### config.mk
export PLATFORM = sky130hd
export DESIGN_NAME = dma_bus_arbiter
export DESIGN_NICKNAME = d
export VERILOG_FILES = /design/src/rtl/dab_pkg.sv /design/src/rtl/dab_mode_qual.sv /design/src/rtl/dab_picker.sv /design/src/rtl/dma_bus_arbiter.sv
export SDC_FILE = /design/constraint.sdc
export NUM_CORES = 1
export LEC_CHECK = 0
export ABC_AREA = 1
export CAP_MARGIN = 30
export CORE_AREA = 3 3 64 66
export DETAILED_ROUTE_END_ITERATION = 8
export DIE_AREA = 0 0 67 69
export PLACE_DENSITY = 0.55
export SLEW_MARGIN = 25
export SYNTH_ARGS = -nofsm -noshare
export SYNTH_HDL_FRONTEND = slang
export SYNTH_HIERARCHICAL = 1
export SYNTH_SLANG_ARGS = --single-unit
### constraint.sdc
create_clock -name clk -period 2.5 [get_ports clk]
set_input_delay 0.5 -clock clk [delete_from_list [all_inputs] [get_ports clk]]
set_output_delay 0.5 -clock clk [all_outputs]
set_load 0.03 [all_outputs]
### src/rtl/dab_pkg.sv
// Package: shared helpers for the DMA bus arbiter.
// Assumes the channel count is at least 1.
package dab_pkg;
    // Width needed to index n channels (never below 1).
    function automatic int idx_width(input int n);
        return (n > 1) ? $clog2(n) : 1;
    endfunction
endpackage

### src/rtl/dab_mode_qual.sv
// Module: dab_mode_qual
// Works out each channel's effective transfer mode. In the rotating
// ranking the channels must share one mode. When they do not, the error
// flag goes high and every channel is forced to cycle-steal.
// Assumes burst_mode is stable while it is in use.
module dab_mode_qual #(
    parameter int N = 4
) (
    input  logic [N-1:0] burst_mode,
    input  logic         rr_mode,
    output logic [N-1:0] eff_burst,
    output logic         mode_err
);
    logic mixed;

    // Detect disagreement among the mode bits and mask them when needed.
    always_comb begin
        mixed     = (|burst_mode) && !(&burst_mode);
        mode_err  = rr_mode && mixed;
        eff_burst = mode_err ? '0 : burst_mode;
    end
endmodule

### src/rtl/dab_picker.sv
// Module: dab_picker
// Picks one channel out of a candidate mask. In fixed mode the lowest
// index wins. In rotating mode the search starts at ptr and wraps.
// Assumes ptr < N.
module dab_picker #(
    parameter int N  = 4,
    parameter int CW = 2
) (
    input  logic [N-1:0]  cand,
    input  logic          rr_en,
    input  logic [CW-1:0] ptr,
    output logic          found,
    output logic [CW-1:0] idx
);
    int j;

    // Scan from the lowest rank to the highest so the top-ranked candidate is written last.
    always_comb begin
        found = 1'b0;
        idx   = '0;
        j     = 0;
        for (int off = N - 1; off >= 0; off--) begin
            j = rr_en ? ((int'(ptr) + off) % N) : off;
            if (cand[j]) begin
                found = 1'b1;
                idx   = CW'(j);
            end
        end
    end
endmodule

### src/rtl/dma_bus_arbiter.sv
// Module: dma_bus_arbiter
// Top-level bus arbiter for N DMA channels and the CPU. The owner is held
// in a register.
// - A channel's grant ends only when that channel pulses unit_done.
// - A CPU slot lasts one cycle.
// - A cycle-steal channel hands the bus to a waiting burst channel if
//   there is one, and otherwise to the CPU.
// - After the CPU or a burst channel, any requester may win.
// Assumes a channel keeps req high until its last unit is done, and that
// unit_done pulses only for the current owner.
module dma_bus_arbiter #(
    parameter int N = 4
) (
    input  logic         clk,
    input  logic         rst_n,
    input  logic [N-1:0] req,
    input  logic [N-1:0] burst_mode,
    input  logic [N-1:0] unit_done,
    input  logic         rr_mode,
    output logic [N-1:0] grant_ch,
    output logic         grant_cpu,
    output logic         bus_held,
    output logic         mode_err
);
    import dab_pkg::*;
    localparam int CW = idx_width(N);

    logic [N-1:0]  grant_q;
    logic          cpu_q;
    logic [CW-1:0] ptr_q;
    logic [N-1:0]  eff_burst;
    logic          all_found, burst_found;
    logic [CW-1:0] all_idx, burst_idx;
    logic          boundary, cur_steal, take;
    logic [CW-1:0] nidx;

    dab_mode_qual #(.N(N)) u_mode (
        .burst_mode (burst_mode),
        .rr_mode    (rr_mode),
        .eff_burst  (eff_burst),
        .mode_err   (mode_err)
    );

    dab_picker #(.N(N), .CW(CW)) u_pick_all (
        .cand  (req),
        .rr_en (rr_mode),
        .ptr   (ptr_q),
        .found (all_found),
        .idx   (all_idx)
    );

    dab_picker #(.N(N), .CW(CW)) u_pick_burst (
        .cand  (req & eff_burst),
        .rr_en (rr_mode),
        .ptr   (ptr_q),
        .found (burst_found),
        .idx   (burst_idx)
    );

    // Choose the candidate pool: burst channels only after a steal unit, otherwise all requesters.
    always_comb begin
        boundary  = cpu_q || (|(grant_q & unit_done));
        cur_steal = |(grant_q & ~eff_burst);
        if (!cpu_q && cur_steal) begin
            take = burst_found;
            nidx = burst_idx;
        end else begin
            take = all_found;
            nidx = all_idx;
        end
    end

    // Owner register and rotation pointer, updated only at decision points.
    always_ff @(posedge clk) begin
        if (!rst_n) begin
            grant_q <= '0;
            cpu_q   <= 1'b1;
            ptr_q   <= '0;
        end else if (boundary) begin
            if (take) begin
                grant_q <= N'(1) << nidx;
                cpu_q   <= 1'b0;
                ptr_q   <= (int'(nidx) == N - 1) ? '0 : nidx + CW'(1);
            end else begin
                grant_q <= '0;
                cpu_q   <= 1'b1;
            end
        end
    end

    assign grant_ch  = grant_q;
    assign grant_cpu = cpu_q;
    assign bus_held  = !cpu_q;
endmodule

# Yosys cells after proc, flatten, opt, wreduce, memory -nomap -nowiden
# Index checks and enable logic that the tools add are counted.
# word_totals
reg_bits,7
inputBits,15
out_inout_bits,7
wordCells,84
# op_classes
addsub,4
n_lt_le_gt_ge,4
eq_ne,1
shifts,1
mux,50
bitwise_logic,7
n_reduce_logical,14
# ops
op,n
$lt 32x4->1 const B,4
$mux 32,3
$mux 1,26
$mux 2,11
$bmux 1 s2,8
$and 4x4->4,3
$reduce_or 4->1,3
$mux 4,2
$reduce_or 2->1,3
$add 2x1->2 const B,2
$add 2x2->2 const B,2
$not 4->4,1
$reduce_and 4->1,1
$shl 1x2->4 const A,1
$and 1x1->1 const A,3
$logic_and 1x1->1,3
$eq 2x1->1 const B,1
$logic_not 1->1,2
$reduce_and 2->1,1
$logic_or 1x1->1,1

# Longest topological paths before layout
# Gate-level depths: netlist (run 1).
# depth
depth_word,16
mapped_depth,21
depth_no_buf,21

# Modules after synthesis
# Netlist (run 1), hierarchy kept.
# by_module_without_submodules
mod,n_inst,cells_per_inst,area_each_um2,seq_area_each_um2
dma_bus_arbiter,1,80,501.7,140.1
dab_picker,2,46,241.5,0.0
dab_mode_qual,1,18,73.8,0.0

# Worst setup path before layout (run 1)
# OpenSTA, ideal clock, no wires.
# synth_timing
path_kind,input port to flip-flop
from,input port burst_mode[1]
to,register ptr_q[1]
setup_ns,0.120
arrival_time_ns,1.961
required_time_ns,2.380
path_slack_ns,0.420
path_stages,19
n_path_buf,0
cell_sequence,nor2_1 > nand2_1 > nand3_2 > nand2_1 > inv_1 > nand2_1 > inv_1 > inv_2 > o21ai_2 > nand2_1 > nand3_2 > nand2_1 > nand2_1 > nand2_1 > nand3_1 > nand2_2 > ha_1 > nand2_1 > a21oi_1
# synth_via
elab_chain_len,16
word_cells_on_any_way,37
classes_between,add/sub (1); eq/ne (1); mux (24); bitwise (3); reduce/logical (8)
# synth_rtl
item,line_no,text
"start, declared",dma_bus_arbiter.sv:17,"input logic [N-1:0] burst_mode,"
$reduce_and 4->1,dab_mode_qual.sv:18,mixed = (|burst_mode) && !(&burst_mode);
$logic_not 1->1,dab_mode_qual.sv:18,
$logic_and 1x1->1 *,dab_mode_qual.sv:18,
$logic_and 1x1->1 *,dab_mode_qual.sv:19,mode_err = rr_mode && mixed;
$mux 4 *,dab_mode_qual.sv:20,eff_burst = mode_err ? '0 : burst_mode;
via eff_burst[2],dma_bus_arbiter.sv:31,logic [N-1:0] eff_burst;
$and 4x4->4 *,dma_bus_arbiter.sv:53,".cand (req & eff_burst),"
$bmux 1 s2,dab_picker.sv:24,if (cand[j]) begin
$mux 1 (implied by the code) (2 in a row),dab_picker.sv:24,
$mux 2 (3 in a row),dab_picker.sv:24,
$mux 2 *,dab_picker.sv:24,
via burst_idx[0],dma_bus_arbiter.sv:33,"logic [CW-1:0] all_idx, burst_idx;"
$mux 2 *,dma_bus_arbiter.sv:64,if (!cpu_q && cur_steal) begin
$add 2x1->2 or $eq 2x1->1 (tied branches),dma_bus_arbiter.sv:83,ptr_q <= (int'(nidx) == N - 1) ? '0 : nidx + CW'(1);
$mux 2 *,dma_bus_arbiter.sv:83,
"end signal, assigned",dma_bus_arbiter.sv:83,
"end, declared",dma_bus_arbiter.sv:30,logic [CW-1:0] ptr_q;
# Mark *: on every way through the listed nets, which the timed path passes. The rest lies on a longest branch. The select of a mux whose other input is x is not followed.
# A chain may end at the register's enable or synchronous reset.

# Worst setup path after layout (run 1)
# layout_timing
from,input port burst_mode[3]
to,register ptr_q[1]
# The elaborated chain is that of the path after synthesis.

==> flow_summary.json, run 1 <==
{
  "reg2reg_depth": 12,
  "worst_skew_pair.late_latency_ps": 220,
  "clk_pin_slew_ps": 40,
  "setup.worst_path.start": "burst_mode[3]",
  "drt_wl_total_mm": 2.63,
  "wl_per_cell_um": 9.54,
  "cp.required_ps": 2610,
  "cts_max_level": 1,
  "cpPeakStageDelay_ps": 280,
  "cp_slowest_cell": "ha_1",
  "clock-root-buffer": "clkbuf_8",
  "p_leak_nw": 0.893,
  "cts_setup_buffers": 0,
  "crit_end": "ptr_q[1]",
  "avgViaCountPerCell": 4.16,
  "setup_viol_count_final": 0,
  "maxSlewHeadroom_pct": 63.4,
  "fin_area_um2": 1520,
  "antenna_found_initial": 0,
  "ys_seq_area_share_pct": 13.2,
  "fin_worst_skew_ps": 0.533,
  "num_rows": 22,
  "final_antenna_net_count": 0,
  "cp-end-kind": "flip-flop",
  "cts_tree": "done",
  "die-area_um2": 4620,
  "grt_pass1_vias": 1033,
  "timing.rr.end": "ptr_q[1]",
  "crit_cells": 22,
  "cts.path.max_buffers": 2,
  "synth_cells": 190,
  "critPathKind": "input port to flip-flop",
  "drc": 0,
  "hold_viol_final": 0,
  "cts_sinks": 7,
  "drive_gt1_share_pct": 30.7,
  "initial_core_util_pct": 29.1,
  "path_buf_inv": 5,
  "fin_cells": 276,
  "die_h_um": 69,
  "period_share_pct": 86.8,
  "place.gp.congestion": 0.777,
  "avgSynthCellArea_um2": 5.57,
  "vias": 1149,
  "postCtsHoldBufs": 0,
  "status": "complete, no violations",
  "rrSetupSlack_ps": 440,
  "clock.fmax_ghz": 0.461,
  "maxCapViolations": 0,
  "die-width_um": 67,
  "crit_chain": "dlymetal6s2s_1, nand2_1, inv_1, nand2_1, nand3_2, nand2_1, inv_1, nand2_1, inv_1, inv_1, nand3_2, nand3_2, nand2_2, nand3_2, nand2_1, nand2_1, nand2_1, nand3_1, nand2_2, ha_1, nand2_1, a21oi_1",
  "placed_area_um2": 1420,
  "crit_path_max_fanout": 5,
  "startpoint_type": "input port",
  "syn_nets": 206,
  "rsz0062_at_grt": "false",
  "cts_resized": 0,
  "nets": 245,
  "cts_buffers": 3,
  "antenna_cells": 0,
  "maxSlewViolCount": 0,
  "synth.distinct_cells": 21,
  "grtUsageTotal_pct": 11.6,
  "grt_max_degree": 12,
  "ioPinCount": 22,
  "path_common_cell": "nand2_1",
  "io_buffers": 21,
  "worst_pin_slew_ps": 548,
  "crit_arrival_ps": 2280,
  "powerDensity_nw_per_um2": 792,
  "first_iter_violations": 73,
  "post-dp-hpwl_mm": 2.08,
  "grt_pass1_wl_mm": 4.41,
  "hold_slack_ps": 501,
  "r2r_start": "ptr_q[0]",
  "critical-path-top-delay-family": "simple AND/OR/NAND/NOR gates",
  "syn_to_final_growth_pct": 43.7,
  "min_period_ps": 2170,
  "fp.coreArea_um2": 3630,
  "synth_warnings": 6,
  "dr.pass1.iters": 4,
  "synth_area_um2": 1060,
  "synth_seq_cells": 7,
  "min_path_type": "flip-flop to flip-flop",
  "place_inst": 272,
  "grt_remaining_overflow": 0,
  "ir_worst_vdd_mv": 0.436
}
==> state kept, by name, summed over array words and instances, names as in the netlist <==
signal     count
grant_ch       4
grant_cpu      1
ptr_q          2
==> worst reg2reg max path: cells and delay by family, from the launching register on <==
kind                     cells  cell delay, ps
flip-flops                   1             660
adder cells (fa/ha/maj)      1             280
AND/OR/NAND/NOR              9             730
AO/OA/AOI/OAI                2             280
==> worst min path at each step <==
stage	startpoint	end	slack (ps)	cells after the start
floorplan	ptr_q[1]	ptr_q[1]	500	2
global placement	grant_ch[2]	grant_ch[2]	500	2
detailed placement	grant_ch[2]	grant_ch[2]	500	2
CTS	grant_ch[2]	grant_ch[2]	510	2
global route	grant_ch[2]	grant_ch[2]	520	2
finish	grant_ch[0]	grant_ch[0]	500	2
==> cells in the final DEF, fill, tap and decap left out <==
cell type        synthesis  routed
inv_1                   33      33
o21ai_4                  1       2
bufinv_8                 2       2
nand2_4                  2       2
a21oi_1                  8       7
nand2_1                 67      67
dfxtp_1                  7       7
nand3_2                  6      11
inv_2                   10      10
clkdlybuf4s50_1          0      15
o21ai_2                  5       5
ha_1                     1       1
clkbuf_1                 0       1
nand3_1                 14       9
nand4_1                  2       2
nor2_2                   1       1
a21oi_2                  0       1
clkinv_1                 2       2
clkbuf_8                 0       3
dlymetal6s2s_1           0       5
o21ai_1                  2       1
nor2_4                   1       1
nand3b_1                 1       1
nand2_2                 17      17
buf_4                    0      14
nor2_1                   7       7
nand3_4                  1       1
==> cell usage after synthesis <==
cell type	instances	share of area, %
nand2_1	67	24
ha_1	1	1.2
inv_1	33	12
clkinv_1	2	0.71
nand2_2	17	10
nor2_4	1	1.1
o21ai_2	5	4.1
nor2_1	7	2.5
a21oi_1	8	3.8
inv_2	10	3.5
nand3_2	6	5.7
bufinv_8	2	3.3
nand2_4	2	2.1
dfxtp_1	7	13
nand3b_1	1	0.71
nand4_1	2	1.2
o21ai_1	2	0.95
o21ai_4	1	1.5
nand3_1	14	6.6
nor2_2	1	0.59
nand3_4	1	1.7
==> metal layers <==
layer / GRT usage, % / vias up / share of wire (%)
met4: 3.38 / 0 / 0.46
li1: - / 645 / -
met2: 17.0 / 18 / 43
met1: 17.5 / 484 / 53
met5: 0 / - / 0
met3: 1.14 / 2 / 3.1
==> stage by stage <==
stage          setup TNS, ps  utilization [%]  setup slack [ps]  power [W]
6_report                   0             41.9               331    0.00120
5_1_grt                    0             41.9              84.8    0.00133
4_1_cts                    0             40.4             0.614    0.00120
3_5_place_dp           -1110             39.2              -226    0.00103
3_3_place_gp           -1150             39.2              -235    0.00103
2_1_floorplan              0                -               420   0.000798
==> cells by family (layout without fill, tap and decap cells) <==
logic type,count (synthesis),after routing,synth area share (%)
simple gates,119,119,55.9
fa+ha+maj,1,1,1.18
compound gates,16,16,10.4
flops,7,7,13.2
buf+inv,47,85,19.3
==> layout make-up <==
class,count,area [um^2]
clock buffers,4,45.0
fillers,412,2110
inverters,47,204
multi-input cells,136,754
flip-flops and latches,7,140
well taps,48,60.1
repair buffers,34,318
==> report_power, final <==
group	switching [W]	total (W)	internal, W
sequential	0.0000693	0.000220	0.000150
combinational	0.000479	0.000827	0.000348
clock	0.0000483	0.000159	0.000110
Note: power is estimated with default switching activity, not from simulation.
==> run 2: changes to the inputs <==
==> constraint.sdc (replaced) <==
create_clock -name clk -period 2.54 [get_ports clk]
set_input_delay 0.508 -clock clk [delete_from_list [all_inputs] [get_ports clk]]
set_output_delay 0.508 -clock clk [all_outputs]
set_load 0.03 [all_outputs]
==> run 2 against run 1 <==
Against the previous run:
- worst hold slack improved by 6.3 ps
- total power decreased by 1.2%
- global-route usage increased by 0.16 points
- core utilization decreased by 0.14 points
- sequential power about the same
- sequential share of layout area about the same
- combinational power decreased by 2%
- non-clock buffer count decreased by 1
- setup slack improved by 38 ps
- clock-buffer cell count unchanged
- clock power about the same
- largest power group unchanged
==> flow_summary.json, run 2 (synthesized netlist as in run 1, its figures left out) <==
{
  "worst_skew_pair.late_latency_ps": 230,
  "ir_worst_vdd_mv": 0.411,
  "fillers": 398,
  "die-area_um2": 4620,
  "drc": 0,
  "die_h_um": 69,
  "drt_wl_total_mm": 2.57,
  "clock-root-buffer": "clkbuf_8",
  "clock.fmax_ghz": 0.461,
  "fp.coreArea_um2": 3630,
  "vias": 1172,
  "powerDensity_nw_per_um2": 785,
  "grtUsageTotal_pct": 11.7,
  "cts_sinks": 7,
  "crit_arrival_ps": 2280,
  "hold_start": "grant_ch[0]",
  "grt_remaining_overflow": 0,
  "setup_tns_ps": 0,
  "avgViaCountPerCell": 4.26,
  "worst_pin_slew_ps": 554,
  "antenna_cells": 0,
  "final_antenna_net_count": 0,
  "antenna_found_initial": 0,
  "p_total_w": 0.00119,
  "rsz0062_at_grt": "false",
  "die-width_um": 67,
  "rrSetupSlack_ps": 450,
  "hold_end": "grant_ch[0]",
  "first_iter_violations": 64,
  "place.gp.congestion": 0.787,
  "ioPinCount": 22,
  "p_leak_nw": 0.889,
  "path_common_cell": "nand2_1",
  "cts_buffers": 3,
  "fin_ws_ps": 370,
  "cp.required_ps": 2650,
  "grt_pass1_wl_mm": 4.42,
  "cts.path.max_buffers": 2,
  "maxCapViolations": 0,
  "grt_pass1_vias": 1058,
  "crit_path_max_fanout": 5,
  "cts_setup_buffers": 0,
  "cp_slowest_cell": "ha_1",
  "status": "complete, no violations",
  "startpoint_type": "input port",
  "timing.rr.end": "ptr_q[1]",
  "fin_worst_skew_ps": 1.92,
  "maxSlewHeadroom_pct": 63.0,
  "min_path_type": "flip-flop to flip-flop",
  "syn_to_final_growth_pct": 43.3,
  "io_buffers": 21,
  "clk_pin_slew_ps": 40,
  "dr.pass1.iters": 4,
  "grt_max_degree": 12,
  "critical-path-top-delay-family": "simple AND/OR/NAND/NOR gates",
  "initial_core_util_pct": 29.1,
  "final_common_cell": "nand2_1",
  "reg2reg_depth": 12,
  "cts_tree": "done",
  "multi_input_area_um2": 757,
  "wl_per_cell_um": 9.35,
  "seq_area_um2": 140,
  "cts_max_level": 1,
  "period_share_pct": 85.4,
  "maxSlewViolCount": 0,
  "setup_viol_count_final": 0,
  "nets": 244,
  "whs_path_depth": 2,
  "drive_gt1_share_pct": 30.8,
  "hold_viol_final": 0,
  "path_buf_inv": 6,
  "min_period_ps": 2170,
  "num_rows": 22,
  "cpPeakStageDelay_ps": 280,
  "place_worst_setup_slack_ps": -236,
  "crit_chain": "dlymetal6s2s_1, nand2_1, inv_1, nand2_1, nand3_2, nand2_1, inv_1, nand2_1, inv_1, inv_1, nand3_2, nand3_2, nand2_1, inv_2, nand2_1, nand2_1, nand2_1, nand3_1, nand2_2, ha_1, nand2_1, a21oi_2",
  "r2r_start": "ptr_q[0]",
  "post-dp-hpwl_mm": 2.11,
  "final_cell_mix": "nand2_1 (66), inv_1 (33), nand2_2 (18)",
  "critPathKind": "input port to flip-flop",
  "cp-end-kind": "flip-flop",
  "largest_reg_flops": 4
}
-- run 2: changes by cell type in the layout (fill, tap and decap cells not counted) --
cell     before  now
a21oi_1       7    6
o21ai_1       1    2
nand2_2      17   18
buf_4        14   13
nand2_1      67   66
a21oi_2       1    2
o21ai_2       5    4
-- run 2: worst max path at each step --
stage,startpoint,to,slack [ps],cells past startpoint
2_1_floorplan,burst_mode[1],ptr_q[1],450,19
3_3_place_gp,burst_mode[2],grant_ch[0],-200,22
3_5_place_dp,burst_mode[3],ptr_q[1],-240,21
4_1_cts,burst_mode[3],ptr_q[1],10,21
5_1_grt,burst_mode[3],ptr_q[1],130,20
6_report,burst_mode[3],ptr_q[1],370,22
-- run 2: area by class of cell --
cell class	count	share of cell area, %
clock buffer	4	2.97
inverter	47	13.4
multi-input combinational	136	49.9
sequential	7	9.24
tap	48	3.96
timing repair buffer	33	20.5
-- run 2: metal layers --
layer  wire [um]  track usage (%)
met3          68             1.63
met5           0                0
met4          23             4.05
met1        1390             16.3
met2        1090             18.2
-- run 2: power by group --
part / internal (W) / leakage [nW] / switching [W] / total, W
sequential: 0.000148 / 0.0576 / 0.0000692 / 0.000217
clock: 0.000109 / 0.0228 / 0.0000504 / 0.000159
combinational: 0.000341 / 0.808 / 0.000473 / 0.000814
-- run 2: tightest hold or removal path: cells and delay by family, from the launching register on --
| family | cells | cell delay [ps] |
|---|---|---|
| flip-flops | 1 | 330 |
| AND/OR/NAND/NOR | 1 | 70 |
| AO/OA/AOI/OAI | 1 | 60 |
-- run 2: timing repair --
action / 4_1_cts / 5_1_grt
hold buffers: 0 / 0
endpoints found under the setup margin: 1 / 6
pin swaps: 0 / 5
resized for setup: 1 / 13
-- run 2: through the flow --
step | cell area (um^2) | util (%) | hold WS, ps | cells
6_report | 1520 | 41.7 | 507 | 275
5_1_grt | 1520 | 41.7 | 515 | 275
4_1_cts | 1470 | 40.4 | 505 | 275
3_5_place_dp | 1420 | 39.0 | 496 | 271
3_3_place_gp | 1420 | 39.0 | 498 | 271
2_1_floorplan | 1060 | - | 504 | 190
